==> src/rtl/clkout_pkg.sv <==
package clkout_pkg;

  // configuration field widths (fixed by the register layout)
  localparam int SEL_W = 3;
  localparam int PRE_W = 3;

  // word addresses
  localparam int ADR_EN_SET = 0;
  localparam int ADR_EN_CLR = 1;
  localparam int ADR_STATUS = 2;
  localparam int ADR_CFG0   = 4;

  // bit position of the first ready flag inside the status word
  localparam int RDY_LSB = 8;

  typedef struct packed {
    logic [PRE_W-1:0] pres;
    logic [SEL_W-1:0] src;
  } chan_cfg_t;

endpackage

==> src/rtl/clkout_sampler.sv <==
module clkout_sampler #(
  parameter int NSRC = 5
) (
  input  logic            clk,
  input  logic            rst_n,
  input  logic [NSRC-1:0] src_in,
  output logic [NSRC-1:0] src_lvl,
  output logic [NSRC-1:0] src_rise
);

  logic [NSRC-1:0] stage_q;
  logic [NSRC-1:0] prev_q;

  always_ff @(posedge clk) begin
    if (!rst_n) begin
      stage_q <= '0;
      prev_q  <= '0;
    end else begin
      stage_q <= src_in;
      prev_q  <= stage_q;
    end
  end

  assign src_lvl  = stage_q;
  assign src_rise = stage_q & ~prev_q;

  // a rise flag is only raised for one cycle per source edge
  genvar g;
  generate
    for (g = 0; g < NSRC; g++) begin : g_chk
      assert_single_rise_R3: assert property (@(posedge clk) disable iff (!rst_n)
        src_rise[g] |=> !src_rise[g]);
    end
  endgenerate

endmodule

==> src/rtl/clkout_regs.sv <==
module clkout_regs
  import clkout_pkg::*;
#(
  parameter int NCH = 3,
  parameter int DW  = 32,
  parameter int AW  = 3
) (
  input  logic                  clk,
  input  logic                  rst_n,
  input  logic                  we,
  input  logic [AW-1:0]         addr,
  input  logic [DW-1:0]         wdata,
  output logic [DW-1:0]         rdata,
  input  logic [NCH-1:0]        ready,
  output logic [NCH-1:0]        en,
  output chan_cfg_t [NCH-1:0]   cfg,
  output logic [NCH-1:0]        restart
);

  localparam logic [AW-1:0] A_SET  = AW'(ADR_EN_SET);
  localparam logic [AW-1:0] A_CLR  = AW'(ADR_EN_CLR);
  localparam logic [AW-1:0] A_STAT = AW'(ADR_STATUS);
  localparam int PRE_LSB = 4;

  logic [NCH-1:0]      en_q;
  chan_cfg_t [NCH-1:0] cfg_q;
  logic                wr_set, wr_clr, wr_stat;

  assign wr_set  = we && (addr == A_SET);
  assign wr_clr  = we && (addr == A_CLR);
  assign wr_stat = we && (addr == A_STAT);

  genvar g;
  generate
    for (g = 0; g < NCH; g++) begin : g_dec
      assign restart[g] = we && (addr == AW'(ADR_CFG0 + g));
    end
  endgenerate

  always_ff @(posedge clk) begin
    if (!rst_n) begin
      en_q  <= '0;
      cfg_q <= '0;
    end else begin
      if (wr_set) en_q <= en_q | wdata[NCH-1:0];
      if (wr_clr) en_q <= en_q & ~wdata[NCH-1:0];
      for (int i = 0; i < NCH; i++) begin
        if (restart[i]) begin
          cfg_q[i].src  <= wdata[SEL_W-1:0];
          cfg_q[i].pres <= wdata[PRE_LSB +: PRE_W];
        end
      end
    end
  end

  always_comb begin
    rdata = '0;
    if (addr == A_STAT) begin
      rdata[NCH-1:0]        = en_q;
      rdata[RDY_LSB +: NCH] = ready;
    end
    for (int i = 0; i < NCH; i++) begin
      if (addr == AW'(ADR_CFG0 + i)) begin
        rdata[SEL_W-1:0]         = cfg_q[i].src;
        rdata[PRE_LSB +: PRE_W]  = cfg_q[i].pres;
      end
    end
  end

  assign en  = en_q;
  assign cfg = cfg_q;

  // ---------------- assertions ----------------
  assert_one_cfg_target_R1: assert property (@(posedge clk) disable iff (!rst_n)
    $onehot0(restart));

  assert_zero_write_R5: assert property (@(posedge clk) disable iff (!rst_n)
    ((wr_set || wr_clr) && (wdata[NCH-1:0] == '0)) |=> $stable(en_q));

  assert_status_ro_R7: assert property (@(posedge clk) disable iff (!rst_n)
    wr_stat |=> ($stable(en_q) && $stable(cfg_q)));

  generate
    for (g = 0; g < NCH; g++) begin : g_en_chk
      assert_set_bit_R5: assert property (@(posedge clk) disable iff (!rst_n)
        (wr_set && wdata[g]) |=> en_q[g]);
      assert_clr_bit_R6: assert property (@(posedge clk) disable iff (!rst_n)
        (wr_clr && wdata[g]) |=> !en_q[g]);
    end
  endgenerate

endmodule

==> src/rtl/clkout_div.sv <==
module clkout_div
  import clkout_pkg::*;
#(
  parameter int NSRC = 5
) (
  input  logic             clk,
  input  logic             rst_n,
  input  logic             en,
  input  logic             restart,
  input  logic [SEL_W-1:0] src_sel,
  input  logic [PRE_W-1:0] pres,
  input  logic [NSRC-1:0]  src_lvl,
  input  logic [NSRC-1:0]  src_rise,
  output logic             clk_o,
  output logic             ready
);

  // largest shift is one below the top prescaler code; the top code aliases it
  localparam int MAXSH = (1 << PRE_W) - 2;
  localparam int EW    = MAXSH + 1;   // holds the full ratio
  localparam int HW    = MAXSH;       // holds half the ratio minus one

  logic             sel_ok, lvl_sel, rise_sel;
  logic [PRE_W-1:0] shamt;
  logic [EW-1:0]    n_div;
  logic [EW-1:0]    n_half;
  logic [HW-1:0]    half_m1;

  logic [HW-1:0]    cnt_q;
  logic             tog_q;
  logic [EW-1:0]    edges_q;

  always_comb begin
    sel_ok   = 1'b0;
    lvl_sel  = 1'b0;
    rise_sel = 1'b0;
    for (int k = 0; k < NSRC; k++) begin
      if (src_sel == SEL_W'(k)) begin
        sel_ok   = 1'b1;
        lvl_sel  = src_lvl[k];
        rise_sel = src_rise[k];
      end
    end
  end

  always_comb begin
    shamt   = (pres > PRE_W'(MAXSH)) ? PRE_W'(MAXSH) : pres;
    n_div   = EW'(1) << shamt;
    n_half  = n_div >> 1;
    half_m1 = HW'(n_half - EW'(1));
  end

  always_ff @(posedge clk) begin
    if (!rst_n) begin
      cnt_q   <= '0;
      tog_q   <= 1'b0;
      edges_q <= '0;
    end else if (!en || restart) begin
      cnt_q   <= '0;
      tog_q   <= 1'b0;
      edges_q <= '0;
    end else if (rise_sel) begin
      if (edges_q != n_div) edges_q <= edges_q + EW'(1);
      if (shamt != '0) begin
        if (cnt_q == half_m1) begin
          cnt_q <= '0;
          tog_q <= ~tog_q;
        end else begin
          cnt_q <= cnt_q + HW'(1);
        end
      end
    end
  end

  assign clk_o = en && sel_ok && ((shamt == '0) ? lvl_sel : tog_q);
  assign ready = en && sel_ok && (edges_q == n_div);

  // ---------------- assertions ----------------
  assert_off_cleared_R8: assert property (@(posedge clk) disable iff (!rst_n)
    !en |=> (edges_q == '0 && cnt_q == '0 && !tog_q));

  assert_ready_drop_R9: assert property (@(posedge clk) disable iff (!rst_n)
    restart |=> !ready);

  assert_ready_on_edge_R9: assert property (@(posedge clk) disable iff (!rst_n)
    $rose(ready) |-> $past(rise_sel));

  assert_write_wins_R10: assert property (@(posedge clk) disable iff (!rst_n)
    (restart && rise_sel) |=> (edges_q == '0));

  assert_edge_bound_R3: assert property (@(posedge clk) disable iff (!rst_n)
    edges_q <= n_div);

  assert_reserved_idle_R2: assert property (@(posedge clk) disable iff (!rst_n)
    !sel_ok |-> (edges_q == '0));

endmodule

==> src/rtl/clkout_ctrl.sv <==
module clkout_ctrl
  import clkout_pkg::*;
#(
  parameter int NCH  = 3,
  parameter int NSRC = 5,
  parameter int DW   = 32,
  parameter int AW   = 3
) (
  input  logic            clk,
  input  logic            rst_n,
  input  logic [AW-1:0]   bus_addr,
  input  logic [DW-1:0]   bus_wdata,
  input  logic            bus_we,
  output logic [DW-1:0]   bus_rdata,
  input  logic [NSRC-1:0] src_clk,
  output logic [NCH-1:0]  clk_out
);

  logic [NSRC-1:0]     src_lvl, src_rise;
  logic [NCH-1:0]      ch_en, ch_restart, ch_ready;
  chan_cfg_t [NCH-1:0] ch_cfg;

  clkout_sampler #(.NSRC(NSRC)) u_samp (
    .clk      (clk),
    .rst_n    (rst_n),
    .src_in   (src_clk),
    .src_lvl  (src_lvl),
    .src_rise (src_rise)
  );

  clkout_regs #(.NCH(NCH), .DW(DW), .AW(AW)) u_regs (
    .clk     (clk),
    .rst_n   (rst_n),
    .we      (bus_we),
    .addr    (bus_addr),
    .wdata   (bus_wdata),
    .rdata   (bus_rdata),
    .ready   (ch_ready),
    .en      (ch_en),
    .cfg     (ch_cfg),
    .restart (ch_restart)
  );

  genvar g;
  generate
    for (g = 0; g < NCH; g++) begin : g_ch
      clkout_div #(.NSRC(NSRC)) u_div (
        .clk      (clk),
        .rst_n    (rst_n),
        .en       (ch_en[g]),
        .restart  (ch_restart[g]),
        .src_sel  (ch_cfg[g].src),
        .pres     (ch_cfg[g].pres),
        .src_lvl  (src_lvl),
        .src_rise (src_rise),
        .clk_o    (clk_out[g]),
        .ready    (ch_ready[g])
      );
      assert_off_low_R8: assert property (@(posedge clk) disable iff (!rst_n)
        (!ch_en[g] && !$past(ch_en[g])) |-> !clk_out[g]);
    end
  endgenerate

endmodule

==> config.mk <==
export PLATFORM = sky130hd
export DESIGN_NAME = clkout_ctrl
export DESIGN_NICKNAME = d
export VERILOG_FILES = /design/src/rtl/clkout_pkg.sv /design/src/rtl/clkout_sampler.sv /design/src/rtl/clkout_regs.sv /design/src/rtl/clkout_div.sv /design/src/rtl/clkout_ctrl.sv
export SDC_FILE = /design/constraint.sdc
export NUM_CORES = 1
export LEC_CHECK = 0
export CAP_MARGIN = 20
export CORE_MARGIN = 5
export CORE_UTILIZATION = 50
export CTS_BUF_LIST = sky130_fd_sc_hd__clkbuf_8 sky130_fd_sc_hd__clkbuf_16
export DETAILED_ROUTE_END_ITERATION = 8
export MAX_ROUTING_LAYER = met4
export PLACE_DENSITY = 0.81
export SYNTH_ARGS = -nofsm -noshare
export SYNTH_HDL_FRONTEND = slang
export SYNTH_SLANG_ARGS = --single-unit
==> constraint.sdc <==
create_clock -name clk -period 3 [get_ports clk]
set_input_delay 0.9 -clock clk [delete_from_list [all_inputs] [get_ports clk]]
set_output_delay 0.9 -clock clk [all_outputs]
set_load 0.01 [all_outputs]
# == Word level (Yosys, flattened, before mapping) ==
# Index checks and enable logic that the tools add are counted.
# totals
ff_bits,73
inputBits,43
# classes
addsub,9
magnitude_cmp,3
eq_ne,26
shift,3
n_mux,64
n_bitwise,9
reduce_logical,43
# ops
op,n
$mux 1,48
$mux 3,13
$add 7x1->7 const B,3
$eq 3x2->1 const B,7
$eq 7x7->1,3
$logic_not 3->1,7
$ne 7x7->1,3
$shl 1x3->7 const A,3
$add 6x1->6 const B,3
$eq 3x3->1 const B,6
$eq 6x6->1,3
$mux 6,3
$sub 6x1->6 const B,3
$logic_and 1x1->1,14
$eq 3x1->1 const B,4
$reduce_and 2->1,6
$gt 3x3->1 const B,3
$reduce_and 3->1,3
$reduce_bool 3->1,3
$reduce_or 2->1,3
$and 5x5->5,1
$not 5->5,1
$not 1->1,4
$and 3x3->3,1
other kinds (5),9

# == Logic depth before layout (Yosys ltp) ==
# Gate-level depths: netlist of run 1.
# logic_depth
depth_word,9
mapped_depth,11
depth_no_buf,10

# == Hierarchy ==
# Synthesis of run 1 repeated with hierarchy kept, for this count alone.
# unflattened
cells_unflattened,706
hier_area_um2,5756.8
# modules_own_cells
module,n_inst,cells_per_inst,area_per_inst_um2
clkout_div,3,179,1430.1
clkout_regs,1,144,1172.4
clkout_sampler,1,25,294.0

# == Least setup slack after synthesis of run 1 ==
# OpenSTA, ideal clock, no wires.
# synth_timing
path_type,flip-flop to flip-flop
startpoint,register u_regs.cfg[4] (netlist name)
endpoint,register g_ch[0].u_div.tog_q
setup_ps,70
arrival_time_ps,3164
required_ps,2930
path_slack_ps,-234
stages_incl_launch_ff,10
period_less_slack_ps,3234
cell_sequence,dfxtp_1 -> ha_1 -> clkbuf_1 -> or4b_2 -> ha_1 -> or3b_1 -> nand3_1 -> or4b_1 -> or4_1 -> a21oi_1
# synth_via
elab_chain_cells,6
word_cells_on_any_way,7
# synth_rtl
element,line_no,source
$gt 3x3->1,clkout_div.sv:47,shamt = (pres > PRE_W'(MAXSH)) ? PRE_W'(MAXSH) : pres;
$mux 3 (*),clkout_div.sv:47,
$shl 1x3->7,clkout_div.sv:48,n_div = EW'(1) << shamt;
$sub 6x1->6,clkout_div.sv:50,half_m1 = HW'(n_half - EW'(1));
$eq 6x6->1,clkout_div.sv:65,if (cnt_q == half_m1) begin
$reduce_and 3->1 (no line) (*),-,
to (signal assigned),clkout_div.sv:67,tog_q <= ~tog_q;
to (decl),clkout_div.sv:30,logic tog_q;
# Every way passes the cells marked *; elsewhere a longest branch is shown, timed or not.
# A chain may end at the register's enable or synchronous reset.

# == Worst setup path after layout of run 1 ==
# layout_timing
startpoint,register u_regs.cfg[17] (netlist name)
endpoint,output bus_rdata[10]
# layout_via
elab_chain_cells,6
# layout_rtl
element,line_no,source
$gt 3x3->1,clkout_div.sv:47,
$mux 3 (*),clkout_div.sv:47,
$shl 1x3->7 (*),clkout_div.sv:48,
$eq 7x7->1 (*),clkout_div.sv:76,assign ready = en && sel_ok && (edges_q == n_div);
$logic_and 1x1->1 (*),clkout_div.sv:76,
$mux 3 (*),clkout_regs.sv:58,if (addr == A_STAT) begin
to (decl),clkout_ctrl.sv:14,"output logic [DW-1:0] bus_rdata,"
# Marked as above.

==> flow_metrics.env, run 1 <==
export IMPL_grt_pass1_vias=4844
export IMPL_cp_arrival_ps=2260
export IMPL_final_max_slew_violation_count=0
export IMPL_cts_path_max_buffers=2
export IMPL_tightest_slew_ps=690
export IMPL_h_tree_depth=3
export IMPL_run_status="complete, but fails checks"
export IMPL_numCtsBuffers=9
export IMPL_tritoncts="done"
export IMPL_port_buffers=28
export IMPL_synth_flop_cell="dfxtp_1"
export IMPL_die_h_microns=110
export IMPL_netlist_top_cells_count="dfxtp_1, nor2_1, a21oi_1"
export IMPL_overflow=0
export IMPL_cp_max_fo=16
export IMPL_yosysSeqAreaShare_pct=29.1
export IMPL_cp_required_ps=2100
export IMPL_fin_skew_ps=7.30
export IMPL_path_class="flop to primary output"
export IMPL_ant_nets=0
export IMPL_ys_async_sr_fraction_pct=0
export IMPL_hold_depth=2
export IMPL_grt_setup_unrepaired="yes"
export IMPL_ir_worst_vdd_mv=0.310
export IMPL_path_cells="buf_4 -> buf_8 -> nor3_1 -> o221a_4 -> nand3_2 -> nor3_2 -> buf_2"
export IMPL_met3_length_microns=872
export IMPL_antenna_found_initial=1
export IMPL_finalNonFillerCells=873
export IMPL_wl_met1_microns=6030
export IMPL_crit_family="simple AND/OR/NAND/NOR gates"
export IMPL_synth_top_area_share_pct=29.1
export IMPL_timing_fmax_mhz=316
export IMPL_via_per_inst=5.93
export IMPL_crit_path_top_delay_cell="nor3_1"
export IMPL_drt_wl_total_microns=15000
export IMPL_min_from="g_ch[1].u_div.tog_q"
export IMPL_grt_usage_pct=24.2
export IMPL_initialDrtViolationCount=446
export IMPL_drc=0
export IMPL_layout_nets=795
export IMPL_synth_area_leader_cell="dfxtp_1"
export IMPL_hold_path_class="flop to flop"
export IMPL_synth_cell_types=67
export IMPL_die_w_microns=110
export IMPL_setup_viol=6
export IMPL_hold_viol_final=0
export IMPL_worstRegToRegCells=10
export IMPL_violations="setup timing"
export IMPL_postSynthAreaPerCell_sq_um=7.99
export IMPL_num_vias=5178
export IMPL_num_rows=36
export IMPL_place_congestion=0.929
export IMPL_hold_slack_ps=510
export IMPL_post_place_cells=829
export IMPL_coreArea_sq_um=9770
export IMPL_max_stage_delay_ps=500
export IMPL_grt_max_degree=22
export IMPL_crit_reg2reg_launch="u_regs.cfg[4]"
export IMPL_r2r_end="g_ch[0].u_div.tog_q"
export IMPL_yosys_top_cells_area="dfxtp_1, mux2i_1, nor2_1"
export IMPL_clk_pin_slew_worst_paths_ps=80
export IMPL_fin_crit_ps=3160
export IMPL_io_pins=78
export IMPL_cts_sinks=73
export IMPL_powerDensity_nw_per_um2=299
export IMPL_maxCapViolCount=0
export IMPL_areaGrowthSynthToFinish_pct=30.8
export IMPL_drive_gt1_share_pct=28.1
export IMPL_syn_area_sq_um=5030
export IMPL_start_kind="flop"
export IMPL_root_buffer="clkbuf_8"
export IMPL_fin_setup_tns_ps=-483
export IMPL_ys_seq_elements=73
export IMPL_top_layer="met4"
export IMPL_dr_pass1_iters=5
export IMPL_yosys_warnings=0
export IMPL_start_util_pct=51.4
export IMPL_crit_buf_inv=3
export IMPL_met2_length_microns=7490
export IMPL_min_period_over_period_pct=105
export IMPL_critPathCaptureType="primary output"
export IMPL_slew_headroom_pct=53.9
export IMPL_power_leakage_nw=2.52
export IMPL_synth_edf_count=0
export IMPL_grt_pass1_wl_microns=22700
export IMPL_dieArea_sq_um=12200
export IMPL_setup_ws_ps=-162
export IMPL_avgRoutedWirePerCell_microns=17.1
export IMPL_clk_insertion_delay_late_ps=360
export IMPL_synth_most_common_cell="dfxtp_1"
export IMPL_worstHoldEndpoint="g_ch[1].u_div.tog_q"
export IMPL_synth_cells=629
export IMPL_reg2reg_slack_ps=-80
export IMPL_dpl_hpwl_microns=9580
[cells in the final DEF (no fill, tap or decap), types with 10 or more instances in the layout]
cell / n
a21oi_1: 42
and2_1: 10
buf_4: 93
clkdlybuf4s50_1: 13
conb_1: 23
dfxtp_1: 69
ha_1: 13
inv_1: 16
mux2i_1: 27
nand2_1: 35
nand2b_1: 10
nand3_1: 29
nor2_1: 65
nor3_1: 12
o21ai_0: 27
xnor2_1: 23
xor2_1: 13
[registers in the layout (all words and copies together), names as in the netlist, named ones only]
signal and flops:
u_samp.prev_q 5, g_ch.u_div.tog_q 3, u_samp.src_lvl 5, u_regs.cfg 18, g_ch.u_div.cnt_q 18, g_ch.u_div.edges_q 21
[how the worst max path moves through the flow]
stage | from | endpoint | cells after the start
after floorplan | u_regs.cfg[16] | bus_rdata[10] | 7
after global placement | bus_addr[2] | bus_rdata[2] | 7
after detailed placement | bus_addr[2] | bus_rdata[8] | 5
after CTS | u_regs.cfg[10] | bus_rdata[9] | 8
after global routing | u_regs.cfg[17] | bus_rdata[10] | 7
final | u_regs.cfg[17] | bus_rdata[10] | 7
[timing repair]
item	in CTS	in global routing
setup endpoints to repair	19	35
pin swaps	16	21
resized for setup	87	55
hold buffers	0	0
setup buffers	21	6
[per-layer routing]
| metal | track usage (%) | up-vias |
|---|---|---|
| li1 | - | 2420 |
| met1 | 29.3 | 2473 |
| met2 | 40.0 | 231 |
| met3 | 3.79 | 54 |
| met4 | 10.6 | 0 |
| met5 | - | - |
[power by group]
group | leakage, nW | internal [mW] | switching [mW]
logic | 1.83 | 0.140 | 0.173
clock network | 0.0963 | 0.285 | 0.369
registers | 0.593 | 0.980 | 0.0185
total | 2.52 | 1.40 | 0.560
[metrics by stage]
| step | power (mW) | instance area (sq um) | setup WS, ps | util (%) |
|---|---|---|---|---|
| finish | 1.97 | 6580 | -162 | 67.3 |
| global placement | 1.27 | 5830 | -608 | 59.6 |
| CTS | 1.94 | 6340 | -177 | 64.9 |
| global route | 2.04 | 6580 | -214 | 67.3 |
| floorplan | 1.20 | 5140 | 35.5 | - |
| detailed placement | 1.28 | 5830 | -634 | 59.6 |
[tightest hold or removal path, cell delays in order (launching register included)]
cell     delay, ps
dfxtp_1        330
o31ai_1         70
a21oi_1         60
[cells by family after synthesis]
kind of cell	synth area share (%)
other	0.0746
AO/OA/AOI/OAI	17.0
multiplexers	6.50
XOR/XNOR	7.24
flip-flops	29.1
AND/OR/NAND/NOR	28.1
adder cells (fa/ha/maj)	4.48
buffers and inverters	7.49
[layout make-up]
type	instances	area, sq um
Fill cell	747	3200
Multi-Input combinational cell	506	3700
Timing Repair Buffer	131	1040
Tap cell	133	166
Clock buffer	9	124
Inverter	13	48.8
Sequential cell	73	1470
Clock inverter	7	31.3
Antenna cell	1	2.50
Note: power is estimated with default switching activity, not from simulation.
==> run 2, diff against run 1 <==
- ABC_AREA: unset -> 1
- PLACE_DENSITY: 0.81 -> 0.8
- SLEW_MARGIN: unset -> 20
==> flow_metrics.env, run 2 <==
export IMPL_synth_top_family_by_area="simple AND/OR/NAND/NOR gates"
export IMPL_netlist_top_cells_count="nand2_1, inv_1, nand3_1"
export IMPL_grt_pass1_wl_microns=21700
export IMPL_final_max_slew_violation_count=0
export IMPL_power_mw=2.15
export IMPL_synth_cell_types=39
export IMPL_numCtsBuffers=9
export IMPL_finalNonFillerCells=1010
export IMPL_antenna_cells=0
export IMPL_cts_path_max_buffers=2
export IMPL_layout_nets=930
export IMPL_grt_pass1_vias=4670
export IMPL_run_status="completed"
export IMPL_num_rows=37
export IMPL_layout_commonest_cell="nand2_1"
export IMPL_ys_seq_elements=73
export IMPL_hold_viol_final=0
export IMPL_die_w_microns=113
export IMPL_grt_max_degree=30
export IMPL_cts_hold_buf=0
export IMPL_port_buffers=28
export IMPL_num_vias=5195
export IMPL_ant_nets=0
export IMPL_synth_cells=806
export IMPL_path_class="input pin to primary output"
export IMPL_yosys_area_share_simple_pct=37.8
export IMPL_initialDrtViolationCount=325
export IMPL_critPathCaptureType="primary output"
export IMPL_antenna_found_initial=0
export IMPL_most_common_layout_cells="nand2_1, inv_1, nand3_1"
export IMPL_final_cell_area_sq_um=6140
export IMPL_largest_register_ffs=21
export IMPL_overflow=0
export IMPL_fin_skew_ps=12.2
export IMPL_setup_viol=0
export IMPL_cp_arrival_ps=2020
export IMPL_root_buffer="clkbuf_8"
export IMPL_areaGrowthSynthToFinish_pct=15.9
export IMPL_coreArea_sq_um=10300
export IMPL_yosys_top_cells_area="dfxtp_1, nand2_1, nand3_1"
export IMPL_dieArea_sq_um=12800
export IMPL_dpl_hpwl_microns=9820
export IMPL_max_stage_delay_ps=320
export IMPL_path_common_cell="buf_4"
export IMPL_min_period_over_period_pct=97.5
export IMPL_ys_async_sr_fraction_pct=0
export IMPL_die_h_microns=113
export IMPL_tritoncts="done"
export IMPL_max_flop_register="g_ch.u_div.edges_q"
export IMPL_synthMuxAreaShare_pct=0
export IMPL_dr_pass1_iters=5
export IMPL_synth_most_common_cell="nand2_1"
export IMPL_post_place_cells=985
export IMPL_hold_path_class="flop to flop"
export IMPL_yosysSeqAreaShare_pct=27.6
export IMPL_crit_path_top_delay_cell="dlygate4sd2_1"
export IMPL_cts_sinks=73
export IMPL_path_cells="dlygate4sd2_1 -> buf_4 -> nor3_2 -> buf_4 -> nand2_1 -> o2111ai_1 -> buf_2"
export IMPL_synth_compound_area_share_pct=10.7
export IMPL_fin_setup_tns_ps=0
export IMPL_cp_max_fo=7
export IMPL_synth_top_area_share_pct=27.6
export IMPL_clk_pin_slew_worst_paths_ps=80
export IMPL_ff_latch_area_sq_um=1470
export IMPL_synth_edf_count=0
export IMPL_fillers=974
export IMPL_io_pins=78
export IMPL_start_kind="input pin"
export IMPL_drc=0
export IMPL_maxCapViolCount=0
export IMPL_drive_gt1_share_pct=18.0
export IMPL_grt_setup_unrepaired="no"
export IMPL_avgRoutedWirePerCell_microns=12.6
export IMPL_cp_required_ps=2100
export IMPL_via_per_inst=5.14
export IMPL_power_leakage_nw=2.75
export IMPL_place_congestion=1.01
export IMPL_clk_insertion_delay_late_ps=370
export IMPL_h_tree_depth=3
export IMPL_synth_area_leader_cell="dfxtp_1"
export IMPL_synth_flop_cell="dfxtp_1"
export IMPL_synth_xor_area_share_pct=6.95
export IMPL_syn_area_sq_um=5300
export IMPL_start_util_pct=51.3
export IMPL_drt_wl_total_microns=12800
export IMPL_grt_usage_pct=21.0
export IMPL_powerDensity_nw_per_um2=350
export IMPL_postSynthAreaPerCell_sq_um=6.57
export IMPL_postPlaceCellArea_sq_um=5820
export IMPL_timing_fmax_mhz=342
export IMPL_synthAdderAreaFrac_pct=4.25
export IMPL_ir_worst_vdd_mv=0.286
export IMPL_multi_input_area_sq_um=3340
export IMPL_yosys_warnings=0
export IMPL_fin_crit_ps=2920
## run 2: cell count changes after synthesis, moves of 17 or more
cell,delta
mux2i_1,-27
inv_2,+18
xor2_1,+20
nand2_1,+165
clkbuf_1,-19
xnor2_1,-17
nand3_1,+56
inv_1,+79
## run 2: worst paths after layout
path	slack [ps]	end	start	depth (start not counted)
setup / recovery	80	bus_rdata[1]	bus_addr[0]	7
hold / removal	470	u_samp.prev_q[0]	u_samp.src_lvl[0]	2
setup reg to reg	820	g_ch[0].u_div.cnt_q[3]	u_regs.cfg[4]	13
hold reg to reg	470	u_samp.prev_q[0]	u_samp.src_lvl[0]	2
## run 2: final cells by class
type / instances / area share, %
clock buffers: 10 / 2.24
repair buffers: 69 / 8.74
flip-flops and latches: 73 / 23.9
clock inverters: 6 / 0.978
inverters: 112 / 6.95
multi-input cells: 604 / 54.4
well taps: 136 / 2.77
## run 2: logic make-up after synthesis
logic type               after synthesis
flip-flops                            73
AND/OR/NAND/NOR                      419
buffers and inverters                151
XOR/XNOR                              42
adder cells (fa/ha/maj)               18
other                                  1
AO/OA/AOI/OAI                        102
## run 2: per-layer routing
| layer | global-route usage [%] | vias to the layer above | share of wire [%] |
|---|---|---|---|
| met5 | - | - | 0 |
| met4 | 6.41 | 0 | 2.5 |
| met3 | 5.08 | 32 | 5.6 |
| met2 | 34.1 | 142 | 47 |
| met1 | 26.0 | 2340 | 44 |
| li1 | - | 2681 | - |
## run 2: worst max-delay path: cells and delay by family
| kind | cells | cell delay, ps |
|---|---|---|
| AO/OA/AOI/OAI | 1 | 100 |
| buffers and inverters | 4 | 830 |
| AND/OR/NAND/NOR | 2 | 200 |
## run 2: per-stage QoR
stage | utilization, % | worst slack, ps | hold WS, ps
floorplan | - | 243 | 420
detailed placement | 56.4 | -682 | 456
CTS | 59.3 | 0.604 | 467
finish | 59.5 | 75.6 | 467
global placement | 56.4 | -644 | 434
global route | 59.5 | 1.53 | 486
## run 2: power breakdown
group / total, mW / switching (mW) / internal [mW]
sequential: 1.00 / 0.0186 / 0.985
clock: 0.787 / 0.386 / 0.401
combinational: 0.356 / 0.228 / 0.128
total: 2.15 / 0.633 / 1.51
## run 2: timing repair
action,CTS,global route
buffers inserted,9,0
resized for setup,60,14
pin swaps,6,3
setup endpoints to repair,12,10
==> run 3, diff against run 2 <==
- CORE_UTILIZATION: 50 -> 51
- CTS_CLUSTER_DIAMETER: unset -> 40
- GPL_ROUTABILITY_DRIVEN: unset -> 0
- PLACE_DENSITY: 0.8 -> 0.81
- SYNTH_HIERARCHICAL: unset -> 1
==> flow_metrics.env, run 3 <==
export IMPL_run_status="completed"
export IMPL_hold_path_class="flop to flop"
export IMPL_crit_reg2reg_launch="u_regs/cfg[16]"
export IMPL_avgRoutedWirePerCell_microns=12.3
export IMPL_io_pins=78
export IMPL_most_common_layout_cells="nand2_1, inv_1, nand3_1"
export IMPL_synth_edf_count=0
export IMPL_dieArea_sq_um=13500
export IMPL_maxCapViolCount=0
export IMPL_slew_headroom_pct=48.0
export IMPL_grt_pass1_wl_microns=24500
export IMPL_cp_arrival_ps=2040
export IMPL_cp_max_fo=6
export IMPL_synth_area_leader_cell="dfxtp_1"
export IMPL_port_buffers=28
export IMPL_ys_seq_elements=73
export IMPL_cts_path_max_buffers=2
export IMPL_min_from="g_ch[1].u_div/cnt_q[0]"
export IMPL_hold_depth=2
export IMPL_timing_fmax_mhz=340
export IMPL_synth_compound_area_share_pct=4.25
export IMPL_dr_pass1_iters=5
export IMPL_grt_max_degree=22
export IMPL_overflow=0
export IMPL_start_kind="input pin"
export IMPL_fin_skew_ps=7.55
export IMPL_synthMuxAreaShare_pct=0
export IMPL_finalNonFillerCells=1156
export IMPL_synth_xor_area_share_pct=5.49
export IMPL_numCtsBuffers=9
export IMPL_tightest_slew_ps=778
export IMPL_yosys_top_cells_area="dfxtp_1, nand2_1, nand3_1"
export IMPL_power_mw=2.39
export IMPL_ys_async_sr_fraction_pct=0
export IMPL_hold_slack_ps=480
export IMPL_drt_wl_total_microns=14300
export IMPL_netlist_top_cells_count="nand2_1, inv_1, nand3_1"
export IMPL_worstRegToRegCells=14
export IMPL_grt_pass1_vias=5445
export IMPL_yosys_area_share_simple_pct=45.3
export IMPL_clk_insertion_delay_late_ps=350
export IMPL_grt_usage_pct=23.0
export IMPL_die_w_microns=116
export IMPL_worstHoldEndpoint="g_ch[1].u_div/cnt_q[0]"
export IMPL_drive_gt1_share_pct=16.1
export IMPL_start_util_pct=52.5
export IMPL_r2r_end="g_ch[2].u_div/cnt_q[2]"
export IMPL_num_rows=38
export IMPL_hold_viol_final=0
export IMPL_cp_required_ps=2100
export IMPL_synth_top_area_share_pct=25.5
export IMPL_synthAdderAreaFrac_pct=3.92
export IMPL_reg2reg_slack_ps=710
export IMPL_postSynthAreaPerCell_sq_um=6.19
export IMPL_synth_most_common_cell="nand2_1"
export IMPL_layout_nets=1072
export IMPL_fillers=1018
export IMPL_tritoncts="done"
export IMPL_power_leakage_nw=3.18
export IMPL_powerDensity_nw_per_um2=353
export IMPL_initialDrtViolationCount=461
export IMPL_critPathCaptureType="primary output"
export IMPL_syn_area_sq_um=5740
export IMPL_yosysSeqAreaShare_pct=25.5
export IMPL_path_class="input pin to primary output"
export IMPL_dpl_hpwl_microns=10800
export IMPL_num_vias=5894
export IMPL_die_h_microns=116
export IMPL_ant_nets=0
export IMPL_min_period_over_period_pct=98.2
export IMPL_ir_worst_vdd_mv=0.226
export IMPL_synth_cell_types=31
export IMPL_clk_pin_slew_worst_paths_ps=60
export IMPL_layout_commonest_cell="nand2_1"
export IMPL_synth_cells=927
export IMPL_cts_sinks=73
export IMPL_h_tree_depth=3
export IMPL_grt_setup_unrepaired="yes"
export IMPL_final_max_slew_violation_count=0
export IMPL_drc=0
export IMPL_yosys_warnings=6
export IMPL_largest_register_ffs=21
export IMPL_coreArea_sq_um=10900
export IMPL_synth_flop_cell="dfxtp_1"
export IMPL_via_per_inst=5.10
export IMPL_synth_top_family_by_area="simple AND/OR/NAND/NOR gates"
export IMPL_finish_utilization_pct=62.0
export IMPL_antenna_cells=0
export IMPL_setup_viol=0
export IMPL_areaGrowthSynthToFinish_pct=18.3
export IMPL_cts_hold_buf=0
export IMPL_max_flop_register="g_ch.u_div/edges_q"
export IMPL_antenna_found_initial=0
export IMPL_root_buffer="clkbuf_16"
export IMPL_fin_crit_ps=2940
export IMPL_post_place_cells=1137
run 3: cell count changes in the layout (fill, tap and decap cells not counted), moves of 10 or more:
cell	delta
nand4_1	+44
inv_1	+42
nand2_1	+34
nor2_1	+33
nand3_1	+32
o21ai_0	-26
buf_4	+23
a21oi_1	-13
nor2_2	+12
clkbuf_8	-10
run 3: final cells by class:
class / count / area [sq um] / area share, %
inverters: 156 / 586 / 8.63
well taps: 140 / 175 / 2.58
flip-flops and latches: 73 / 1480 / 21.8
clock buffers: 9 / 225 / 3.32
multi-input cells: 677 / 3520 / 51.9
repair buffers: 94 / 761 / 11.2
clock inverters: 7 / 38.8 / 0.572
run 3: per-layer routing:
metal / vias to the layer above / wire (microns) / GRT usage, %
met5: - / 0 / -
met4: 0 / 250 / 7.58
met3: 23 / 793 / 4.33
met2: 163 / 6750 / 37.0
met1: 2636 / 6480 / 29.2
li1: 3072 / - / -
run 3: worst max-delay path: stages:
cell,delay (ps)
dlygate4sd2_1,300
buf_4,190
nor2_4,140
nand3_1,90
nand4_1,130
dlygate4sd2_1,280
run 3: what timing repair did:
item                                    in CTS  in global routing
resized for setup                           31                 23
endpoints found under the setup margin      10                  6
buffers inserted                             2                  1
pin swaps                                    5                  8
run 3: how the worst max path moves through the flow:
stage | from | endpoint | cells after the start
after floorplan | u_regs/cfg[17] | bus_rdata[10] | 10
after global placement | bus_addr[1] | bus_rdata[0] | 6
after detailed placement | bus_addr[0] | bus_rdata[0] | 6
after CTS | u_regs/cfg[10] | bus_rdata[9] | 11
after global routing | u_regs/cfg[16] | bus_rdata[10] | 12
final | bus_addr[0] | bus_rdata[0] | 6
run 3: cells by family (layout without fill, tap and decap cells):
logic type      Yosys count  after routing
compound gates           48             48
xor+xnor                 36             36
fa+ha+maj                18             18
buf+inv                 199            266
flops                    73             73
other cells               1             23
simple gates            552            552
run 3: metrics by stage:
stage          cell area [sq um]  TNS [ps]  setup slack (ps)
5_1_grt                     6790     -69.1             -36.3
2_1_floorplan               5820         0               390
4_1_cts                     6720         0              21.9
6_report                    6790         0              55.3
3_5_place_dp                6440     -3760              -440
3_3_place_gp                6440     -3660              -428
run 3: power by group:
part | switching (mW) | leakage [nW] | internal, mW
clock | 0.424 | 0.132 | 0.550
sequential | 0.0215 | 0.597 | 0.986
combinational | 0.258 | 2.45 | 0.153
